File: config.mk
export PLATFORM = sky130hd
export DESIGN_NAME = piezo_drive_pwm
export DESIGN_NICKNAME = d
export VERILOG_FILES = /design/src/rtl/pdp_pkg.sv /design/src/rtl/pdp_regs.sv /design/src/rtl/pdp_timebase.sv /design/src/rtl/pdp_phase_gen.sv /design/src/rtl/piezo_drive_pwm.sv
export SDC_FILE = /design/constraint.sdc
export NUM_CORES = 1
export LEC_CHECK = 0
export BUFFER_PORTS_ARGS = -buffer_cell sky130_fd_sc_hd__buf_2
export CORE_UTILIZATION = 45
export CTS_BUF_LIST = sky130_fd_sc_hd__clkbuf_16
export DETAILED_ROUTE_END_ITERATION = 10
export HOLD_SLACK_MARGIN = 0.15
export PLACE_DENSITY_LB_ADDON = 0.12
export SLEW_MARGIN = 10
export SYNTH_ARGS = -nofsm -noshare
export SYNTH_HDL_FRONTEND = slang
export SYNTH_SLANG_ARGS = --single-unit
export TNS_END_PERCENT = 20
File: constraint.sdc
create_clock -name clk -period 18.5 [get_ports clk]
set_clock_uncertainty 0.1 [all_clocks]
set_input_delay 2.775 -clock clk [delete_from_list [all_inputs] [get_ports clk]]
set_output_delay 2.775 -clock clk [all_outputs]
set_load 0.1 [all_outputs]
File: src/rtl/pdp_pkg.sv
package pdp_pkg;
  typedef enum logic [1:0] {
    SEL_DUTY  = 2'd0,
    SEL_SHIFT = 2'd1,
    SEL_OFFS  = 2'd2,
    SEL_CTRL  = 2'd3
  } reg_sel_e;

  typedef struct packed {
    logic [7:0] duty;
    logic [7:0] shift;
    logic [7:0] offs;
    logic       lead;
  } drive_cfg_t;
endpackage

File: src/rtl/pdp_regs.sv
module pdp_regs
  import pdp_pkg::*;
(
  input  logic       clk,
  input  logic       rst_n,
  input  logic       wr_en,
  input  logic [1:0] wr_addr,
  input  logic [7:0] wr_data,
  output drive_cfg_t cfg
);
  reg_sel_e sel;
  assign sel = reg_sel_e'(wr_addr);

  always_ff @(posedge clk or negedge rst_n) begin
    if (!rst_n) begin
      cfg <= '0;
    end else if (wr_en) begin
      unique case (sel)
        SEL_DUTY:  cfg.duty  <= wr_data;
        SEL_SHIFT: cfg.shift <= wr_data;
        SEL_OFFS:  cfg.offs  <= wr_data;
        SEL_CTRL:  cfg.lead  <= wr_data[0];
      endcase
    end
  end

  // a write changes only the register it selects
  assert_write_selects_R10: assert property (@(posedge clk) disable iff (!rst_n)
    (wr_en && wr_addr == 2'd0) |=> ($stable(cfg.shift) && $stable(cfg.offs) && $stable(cfg.lead)));
endmodule

File: src/rtl/pdp_timebase.sv
module pdp_timebase
  import pdp_pkg::*;
#(
  parameter int CNT_W = 8,
  localparam int PW = CNT_W + 1
)(
  input  logic             clk,
  input  logic             rst_n,
  input  drive_cfg_t       cfg_i,
  input  logic             track_i,
  input  logic [CNT_W-1:0] nom_i,
  output logic [PW-1:0]    cnt,
  output logic [PW-1:0]    per_act,
  output logic [PW-1:0]    duty_act,
  output logic [PW-1:0]    shift_act,
  output logic             lead_act,
  output logic             wrap
);
  function automatic logic [PW-1:0] clamp_lim(input logic [PW-1:0] per);
    logic [PW+6:0] t;
    t = (PW+7)'(per) * (PW+7)'(63);
    return PW'(t / (PW+7)'(125));
  endfunction

  function automatic logic [PW-1:0] period_len(input logic [CNT_W-1:0] nom,
                                               input logic [7:0] offs,
                                               input logic trk);
    return trk ? PW'(nom) : PW'(nom) + PW'(offs);
  endfunction

  function automatic logic [PW-1:0] resolve(input logic [7:0] code,
                                            input logic [PW-1:0] per,
                                            input logic quarter);
    logic [PW-1:0] lim;
    logic [PW-1:0] raw;
    lim = clamp_lim(per);
    raw = PW'(code);
    if (code == 8'd0) return quarter ? (per >> 2) : (per >> 1);
    return (raw > lim) ? lim : raw;
  endfunction

  logic [PW-1:0] per_nx;
  logic [PW:0]   cnt_inc;

  assign per_nx  = period_len(nom_i, cfg_i.offs, track_i);
  assign cnt_inc = (PW+1)'(cnt) + (PW+1)'(1);
  assign wrap    = (cnt_inc >= (PW+1)'(per_act));

  always_ff @(posedge clk or negedge rst_n) begin
    if (!rst_n) begin
      cnt       <= '0;
      per_act   <= '0;
      duty_act  <= '0;
      shift_act <= '0;
      lead_act  <= 1'b0;
    end else if (wrap) begin
      cnt       <= '0;
      per_act   <= per_nx;
      duty_act  <= resolve(cfg_i.duty, per_nx, 1'b0);
      shift_act <= resolve(cfg_i.shift, per_nx, 1'b1);
      lead_act  <= cfg_i.lead;
    end else begin
      cnt <= cnt_inc[PW-1:0];
    end
  end

  assert_cnt_below_period_R8: assert property (@(posedge clk) disable iff (!rst_n)
    (per_act != '0) |-> (cnt < per_act));
  assert_duty_within_period_R5: assert property (@(posedge clk) disable iff (!rst_n)
    (duty_act <= per_act) && (shift_act <= per_act));
  assert_hold_until_wrap_R9: assert property (@(posedge clk) disable iff (!rst_n)
    !wrap |=> ($stable(duty_act) && $stable(shift_act) && $stable(per_act) && $stable(lead_act)));
  assert_track_nominal_R8: assert property (@(posedge clk) disable iff (!rst_n)
    (wrap && track_i) |=> (per_act == PW'($past(nom_i))));
endmodule

File: src/rtl/pdp_phase_gen.sv
module pdp_phase_gen #(
  parameter int PW = 9
)(
  input  logic [PW-1:0] cnt,
  input  logic [PW-1:0] per,
  input  logic [PW-1:0] duty,
  input  logic [PW-1:0] shift,
  input  logic          lead,
  output logic          pa,
  output logic          pb
);
  function automatic logic [PW-1:0] b_pos(input logic [PW-1:0] c,
                                          input logic [PW-1:0] p,
                                          input logic [PW-1:0] s,
                                          input logic ld);
    logic [PW:0] sum;
    if (ld) begin
      sum = (PW+1)'(c) + (PW+1)'(s);
      if (sum >= (PW+1)'(p)) sum = sum - (PW+1)'(p);
      return sum[PW-1:0];
    end
    if (c >= s) return c - s;
    return c + (p - s);
  endfunction

  logic [PW-1:0] pos_b;
  assign pos_b = b_pos(cnt, per, shift, lead);
  assign pa    = (cnt < duty);
  assign pb    = (pos_b < duty);
endmodule

File: src/rtl/piezo_drive_pwm.sv
module piezo_drive_pwm
  import pdp_pkg::*;
#(
  parameter int CNT_W = 8
)(
  input  logic             clk,
  input  logic             pd_n,
  input  logic             wr_en,
  input  logic [1:0]       wr_addr,
  input  logic [7:0]       wr_data,
  input  logic             track_on,
  input  logic [CNT_W-1:0] nom_period,
  output logic             phase_a,
  output logic             phase_b
);
  localparam int PW = CNT_W + 1;

  drive_cfg_t    cfg;
  logic [PW-1:0] cnt, per_act, duty_act, shift_act;
  logic          lead_act, wrap;

  pdp_regs u_regs (
    .clk(clk), .rst_n(pd_n), .wr_en(wr_en), .wr_addr(wr_addr),
    .wr_data(wr_data), .cfg(cfg)
  );

  pdp_timebase #(.CNT_W(CNT_W)) u_tb (
    .clk(clk), .rst_n(pd_n), .cfg_i(cfg), .track_i(track_on), .nom_i(nom_period),
    .cnt(cnt), .per_act(per_act), .duty_act(duty_act), .shift_act(shift_act),
    .lead_act(lead_act), .wrap(wrap)
  );

  pdp_phase_gen #(.PW(PW)) u_pg (
    .cnt(cnt), .per(per_act), .duty(duty_act), .shift(shift_act),
    .lead(lead_act), .pa(phase_a), .pb(phase_b)
  );

  assert_a_rise_at_zero_R4: assert property (@(posedge clk) disable iff (!pd_n)
    $rose(phase_a) |-> (cnt == '0));
  assert_a_low_before_wrap_R4: assert property (@(posedge clk) disable iff (!pd_n)
    (wrap && duty_act < per_act) |-> !phase_a);
endmodule

=== Word-level counts from Yosys, hierarchy flattened ===
Cells that the tools add are included.
W data, S select, Z words.

* RAM bits: 0
* Memories: 0
* Register bits after elaboration: 62
* Word-level logic and storage cells: 55
* Latch bits: 0
* Bits in read-only memories: 0

* Shift operators: 0
* Multiplexer cells: 20
* Add/sub/neg operators: 7
* Eq/ne operators: 3
* Reduce and logical (&&, ||, !) cells: 7
* Order comparisons: 7
* $mul: 1
* Bitwise gates (word level): 0
* Divide/modulo/power cells: 1

{| class="wikitable"
|+ Operators by type and width
! operator !! count
|-
| $mux W9 || 13
|-
| $sub A9 B9 Y9 || 3
|-
| $ge A10 B9 Y1 || 2
|-
| $gt A8 B9 Y1 || 2
|-
| $lt A9 B9 Y1 || 2
|-
| $div A15 B7 Y16 const B || 1
|-
| $logic_not A8 Y1 || 2
|-
| $mul A9 B6 Y15 const B || 1
|-
| $add A9 B1 Y10 const B || 1
|-
| $add A9 B9 Y10 || 1
|-
| $add A8 B8 Y9 || 1
|-
| $add A9 B9 Y9 || 1
|-
| $ge A9 B9 Y1 || 1
|-
| $reduce_and A2 Y1 || 4
|-
| $mux W1 || 7
|-
| $eq A2 B2 Y1 const B || 2
|-
| $eq A2 B1 Y1 const B || 1
|-
| $logic_not A2 Y1 || 1
|}

=== Logic depth before layout (Yosys ltp) ===
* Depth in word-level cells: 8
* Mapped depth: 63

=== Modules after synthesis ===
Synthesis repeated with hierarchy kept, for this count alone.

* Cell total of the unflattened synthesis: 1,202
* Area, all modules: 9,965.8 sq um

{| class="wikitable"
|+ By module, submodules not included
! module !! cells an instance !! times used !! sequential area each (sq um) !! area an instance (sq um)
|-
| pdp_timebase || 809 || 1 || 925.9 || 6,424.9
|-
| pdp_phase_gen || 339 || 1 || 0.0 || 2,587.5
|-
| pdp_regs || 54 || 1 || 625.6 || 953.4
|}

=== Worst setup path after synthesis ===
Ideal clock, no wire load.

* Kind: input to register
* Start: input nom_period[0]
* End: register u_tb.shift_act[1]
* Stages: 53
* Arrival time: 14.106 ns
* Setup time: 0.082 ns
* Path buffers: 4
* Slack: 4.212 ns
* Cell sequence: ha_1 > fa_1 > a21oi_1 > o21ai_1 > o31ai_1 > xor2_1 > ha_1 > fa_1 > inv_1 > fa_1 > inv_1 > ha_1 > buf_6 > a211o_1 > a21oi_2 > a2111oi_1 > or3_1 > buf_2 > [17 not listed] > and2_1 > nand3_1 > ha_1 > nor2b_1 > o21ai_0 > nand2b_1 > a21oi_1 > nor2b_1 > o21ai_0 > nand2b_1 > a21oi_1 > nor2b_1 > o22ai_1 > nor2_1 > clkbuf_1 > nor2_1 > a211o_1 > a22oi_2

* Longest elaborated chain between the ends: 7

{| class="wikitable"
|+ RTL lines
! what !! line !! source
|-
| start: declaration || piezo_drive_pwm.sv:12 || <nowiki>input logic [CNT_W-1:0] nom_period,</nowiki>
|-
| $add A8 B8 Y9 (*) || pdp_timebase.sv:28 || <nowiki>return trk ? PW'(nom) : PW'(nom) + PW'(offs);</nowiki>
|-
| $mux W9 (*) || pdp_timebase.sv:28 ||
|-
| net u_tb.per_nx[4] || pdp_timebase.sv:42 || <nowiki>logic [PW-1:0] per_nx;</nowiki>
|-
| $mul A9 B6 Y15 (*) || pdp_timebase.sv:21 || <nowiki>t = (PW+7)'(per) * (PW+7)'(63);</nowiki>
|-
| $div A15 B7 Y16 (*) || pdp_timebase.sv:22 || <nowiki>return PW'(t / (PW+7)'(125));</nowiki>
|-
| $gt A8 B9 Y1 || pdp_timebase.sv:39 || <nowiki>return (raw > lim) ? lim : raw;</nowiki>
|-
| $mux W9 (*) (2 in series) || pdp_timebase.sv:39 ||
|-
| end signal: assignment || pdp_timebase.sv:60 || <nowiki>shift_act <= resolve(cfg_i.shift, per_nx, 1'b1);</nowiki>
|-
| end: declaration || pdp_timebase.sv:15 || <nowiki>output logic [PW-1:0] shift_act,</nowiki>
|}

The timed path passes the listed nets; every way through them passes the cells marked *. The select of a mux whose other input is x is not followed.
A chain may end at the register's enable or synchronous reset.

=== Worst setup path in the final report ===
* Start: input nom_period[0]
* End: register u_tb.shift_act[6]

* Longest elaborated chain between the ends: 7

{| class="wikitable"
|+ RTL lines
! what !! line
|-
| $add A8 B8 Y9 || pdp_timebase.sv:28
|-
| $mux W9 (*) || pdp_timebase.sv:28
|-
| $mul A9 B6 Y15 || pdp_timebase.sv:21
|-
| $div A15 B7 Y16 || pdp_timebase.sv:22
|-
| $gt A8 B9 Y1 || pdp_timebase.sv:39
|-
| $mux W9 || pdp_timebase.sv:39
|-
| $mux W9 (*) || pdp_timebase.sv:39
|}

Mark *: on every way between the ends. The rest lies on a longest branch, timed or not. The select of a mux whose other input is x is not followed.

==> impl_metrics.csv <==
group,metric,value,unit
worst_setup_path,startpoint_type,"input port",
drt,drc_errors,0,
synth,syn_area,9620,um2
floorplanning,io_pins,24,
synth,synth_cell_types,104,
layout,final_layout_size_suffix_gt1_share,10.3,%
synth,muxShareOfSynthArea,4.63,%
floorplanning,die_area,22000,um2
synth,ys_seq_area_share,16.1,%
synth,ys_ff_latch,62,
layout,final_cell_mix,"120 x ha_1, 97 x nor2_1, 95 x a21oi_1",
worst_setup_path,critPathBufInv,2,
grt,grt_usage,23.7,%
sta,slew_headroom,26.2,%
worst_setup_path,slowest_delay,870,ps
drt,drt-total-wl,25400,um
clock_network,insertion_delay,330,ps
clock_network,cts_hold_buf,0,
synth,synth_top_family_by_area,"compound AO/OA/AOI/OAI gates",
placed_design,place_area,9960,um2
synth,syn_inst,1174,
layout,instances_no_fill,1454,
sta,fin_crit,15990,ps
drt,firstDrtPassIters,5,
worst_setup_path,arrival,16140,ps
clock_network,clockBufferDepth,2,
sta,finalHoldViolCount,0,
clock_network,htree_num_levels,3,
drt,route.antenna.remaining_nets,0,
layout,diodes,0,
synth,syn_avg_cell_area,8.20,um2
clock_network,cts_resized,0,
worst_setup_path,crit_family,"compound AO/OA/AOI/OAI gates",
synth,synth_xor_area_share,6.57,%
sta,setup_viol,0,
sta,max_clock_freq,62.5,MHz
grt,grt_max_degree,63,
sta,worst_pin_slew,1080,ps
drt,vias_per_cell,5.90,
grt,antenna_found_initial,0,
synth,syn_nets,1339,
synth,ys_async_sr_fraction,100,%
run,max_cap_viol_count,0,
placed_design,place_inst,1438,
worst_setup_path,cp_common_cell,"ha_1",
synth,synth_edf_count,0,
floorplanning,dieWidth,148,um
placed_design,gp_congestion,0.890,
layout,area_growth,6.53,%
synth,synth_flop_cell,"dfrtp_1",
layout,stdcell_area,10300,um2
synth,synthAdderAreaFrac,20.8,%
sta,fin_setup_tns,0,ps
layout,final_nets,1339,
placed_design,place.port_buffers,23,
layout,layout_commonest_cell,"ha_1",
outcome,status,"finished, final reports clean",
clock_network,clock_sinks,62,
worst_setup_path,critPathSlowestCell,"a2111oi_2",
floorplanning,start_util,45.8,%
worst_setup_path,cp.required,18650,ps
synth,yosysWarnings,0,
clock_network,path_clk_slew,50,ps
placed_design,dp_hpwl,20900,um
clock_network,cts_tree,"built",
drt,wire_per_inst,17.5,um
grt,first_global_vias,8295,
worst_setup_path,critPathKind,"input port to flip-flop",
clock_network,cts_buffers,9,
clock_network,cts_setup_buffers,0,
synth,synth-compound-area-share,27.6,%
drt,vias,8581,
floorplanning,die_height,148,um
sta,rsz0062_at_grt,"no",
clock_network,clockRootBuffer,"clkbuf_16",
grt,grt_remaining_overflow,0,
hold_path,hp-class,"flip-flop to flip-flop",
drt,drt_iter0_markers,380,
sta,period_share,86.4,%
worst_setup_path,cp_max_fo,16,
floorplanning,core_area,21000,um2
sta,drv_slew,0,
synth,synthSimpleGateAreaFrac,18.6,%
worst_setup_path,critPathCaptureType,"flip-flop",
floorplanning,rows,53,
grt,grt_pass1_wl,41800,um
-- area by class of cell --
| type | instances | area (um2) |
|---|---|---|
| Tap cell | 275 | 344 |
| Fill cell | 2073 | 10800 |
| Inverter | 95 | 359 |
| Clock buffer | 9 | 225 |
| Timing Repair Buffer | 29 | 160 |
| Multi-Input combinational cell | 977 | 7540 |
| Sequential cell | 62 | 1550 |
| Clock inverter | 7 | 66.3 |
-- cells in the mapped netlist, drive strengths merged (10+ instances only) --
| master | instances | area [um2] |
|---|---|---|
| ha | 120 | 1500 |
| a21oi | 100 | 519 |
| nor2 | 98 | 370 |
| inv | 94 | 355 |
| dfrtp | 62 | 1550 |
| nand2 | 61 | 229 |
| o21ai | 56 | 295 |
| xnor2 | 53 | 483 |
| a211oi | 45 | 358 |
| nand3 | 34 | 170 |
| a21o | 29 | 218 |
| mux2 | 28 | 315 |
| clkbuf | 26 | 97.6 |
| fa | 23 | 460 |
| nor3 | 23 | 136 |
| nand2b | 22 | 138 |
| and2 | 20 | 125 |
| nor2b | 17 | 106 |
| xor2 | 17 | 149 |
| nand4 | 15 | 93.8 |
| buf | 14 | 90.1 |
| mux2i | 13 | 130 |
| o21bai | 12 | 101 |
| a211o | 11 | 96.3 |
| a31oi | 11 | 68.8 |
| o21a | 11 | 83.8 |
| and3 | 10 | 67.6 |
| o211ai | 10 | 80.1 |
-- worst reg2reg max path: cells and delay by family, from the launching register on --
kind                     cells  cell delay (ps)
adder cells (fa/ha/maj)      8             2630
buffers and inverters        1               40
multiplexers                 2              680
flip-flops                   1              380
XOR/XNOR                     3              520
AO/OA/AOI/OAI               20             5510
AND/OR/NAND/NOR             17             3880
-- cell families (layout without fill, tap and decap cells) --
kind of cell	after synthesis	in the layout
multiplexers	41	41
buffers and inverters	135	140
AO/OA/AOI/OAI	373	373
XOR/XNOR	70	70
AND/OR/NAND/NOR	346	346
adder cells (fa/ha/maj)	147	147
flip-flops	62	62
-- flip-flops by register name, summed over array words and instances, names as in the netlist --
| name | flops |
|---|---|
| u_tb.per_act | 9 |
| u_regs.cfg | 25 |
| u_tb.lead_act | 1 |
| u_tb.shift_act | 9 |
| u_tb.duty_act | 9 |
| u_tb.cnt | 9 |
-- through the flow --
step           worst slack (ps)  utilization, %  hold WS [ps]
6_report                   2510            48.8           377
4_1_cts                    2550            48.8           378
3_3_place_gp               2430            47.4           355
5_1_grt                    1260            48.8           418
3_5_place_dp               2300            47.4           366
2_1_floorplan              4210               -           341
-- path summary, 6_finish.rpt --
kind,from,endpoint,slack (ps),depth (start not counted)
worst min-delay path,u_tb.per_act[2],u_tb.per_act[2],380,1
worst max-delay path,nom_period[0],u_tb.shift_act[6],2510,52
worst min register to register,u_tb.per_act[2],u_tb.per_act[2],380,1
worst max register to register,u_regs.cfg[1],u_tb.shift_act[6],4700,51
min in group asynchronous,pd_n,u_tb.cnt[0],2510,2
max in group asynchronous,pd_n,u_regs.cfg[11],15250,2
-- metal layers --
layer	track usage, %	wire, um	up-vias
li1	-	-	4321
met1	29.0	11300	4107
met2	43.9	13000	124
met3	1.96	533	29
met4	6.65	495	0
met5	0	0	-
Power is left out: the tool's default activity adds up to more than one toggle a clock period on the data nets, which glitch-free logic cannot reach.
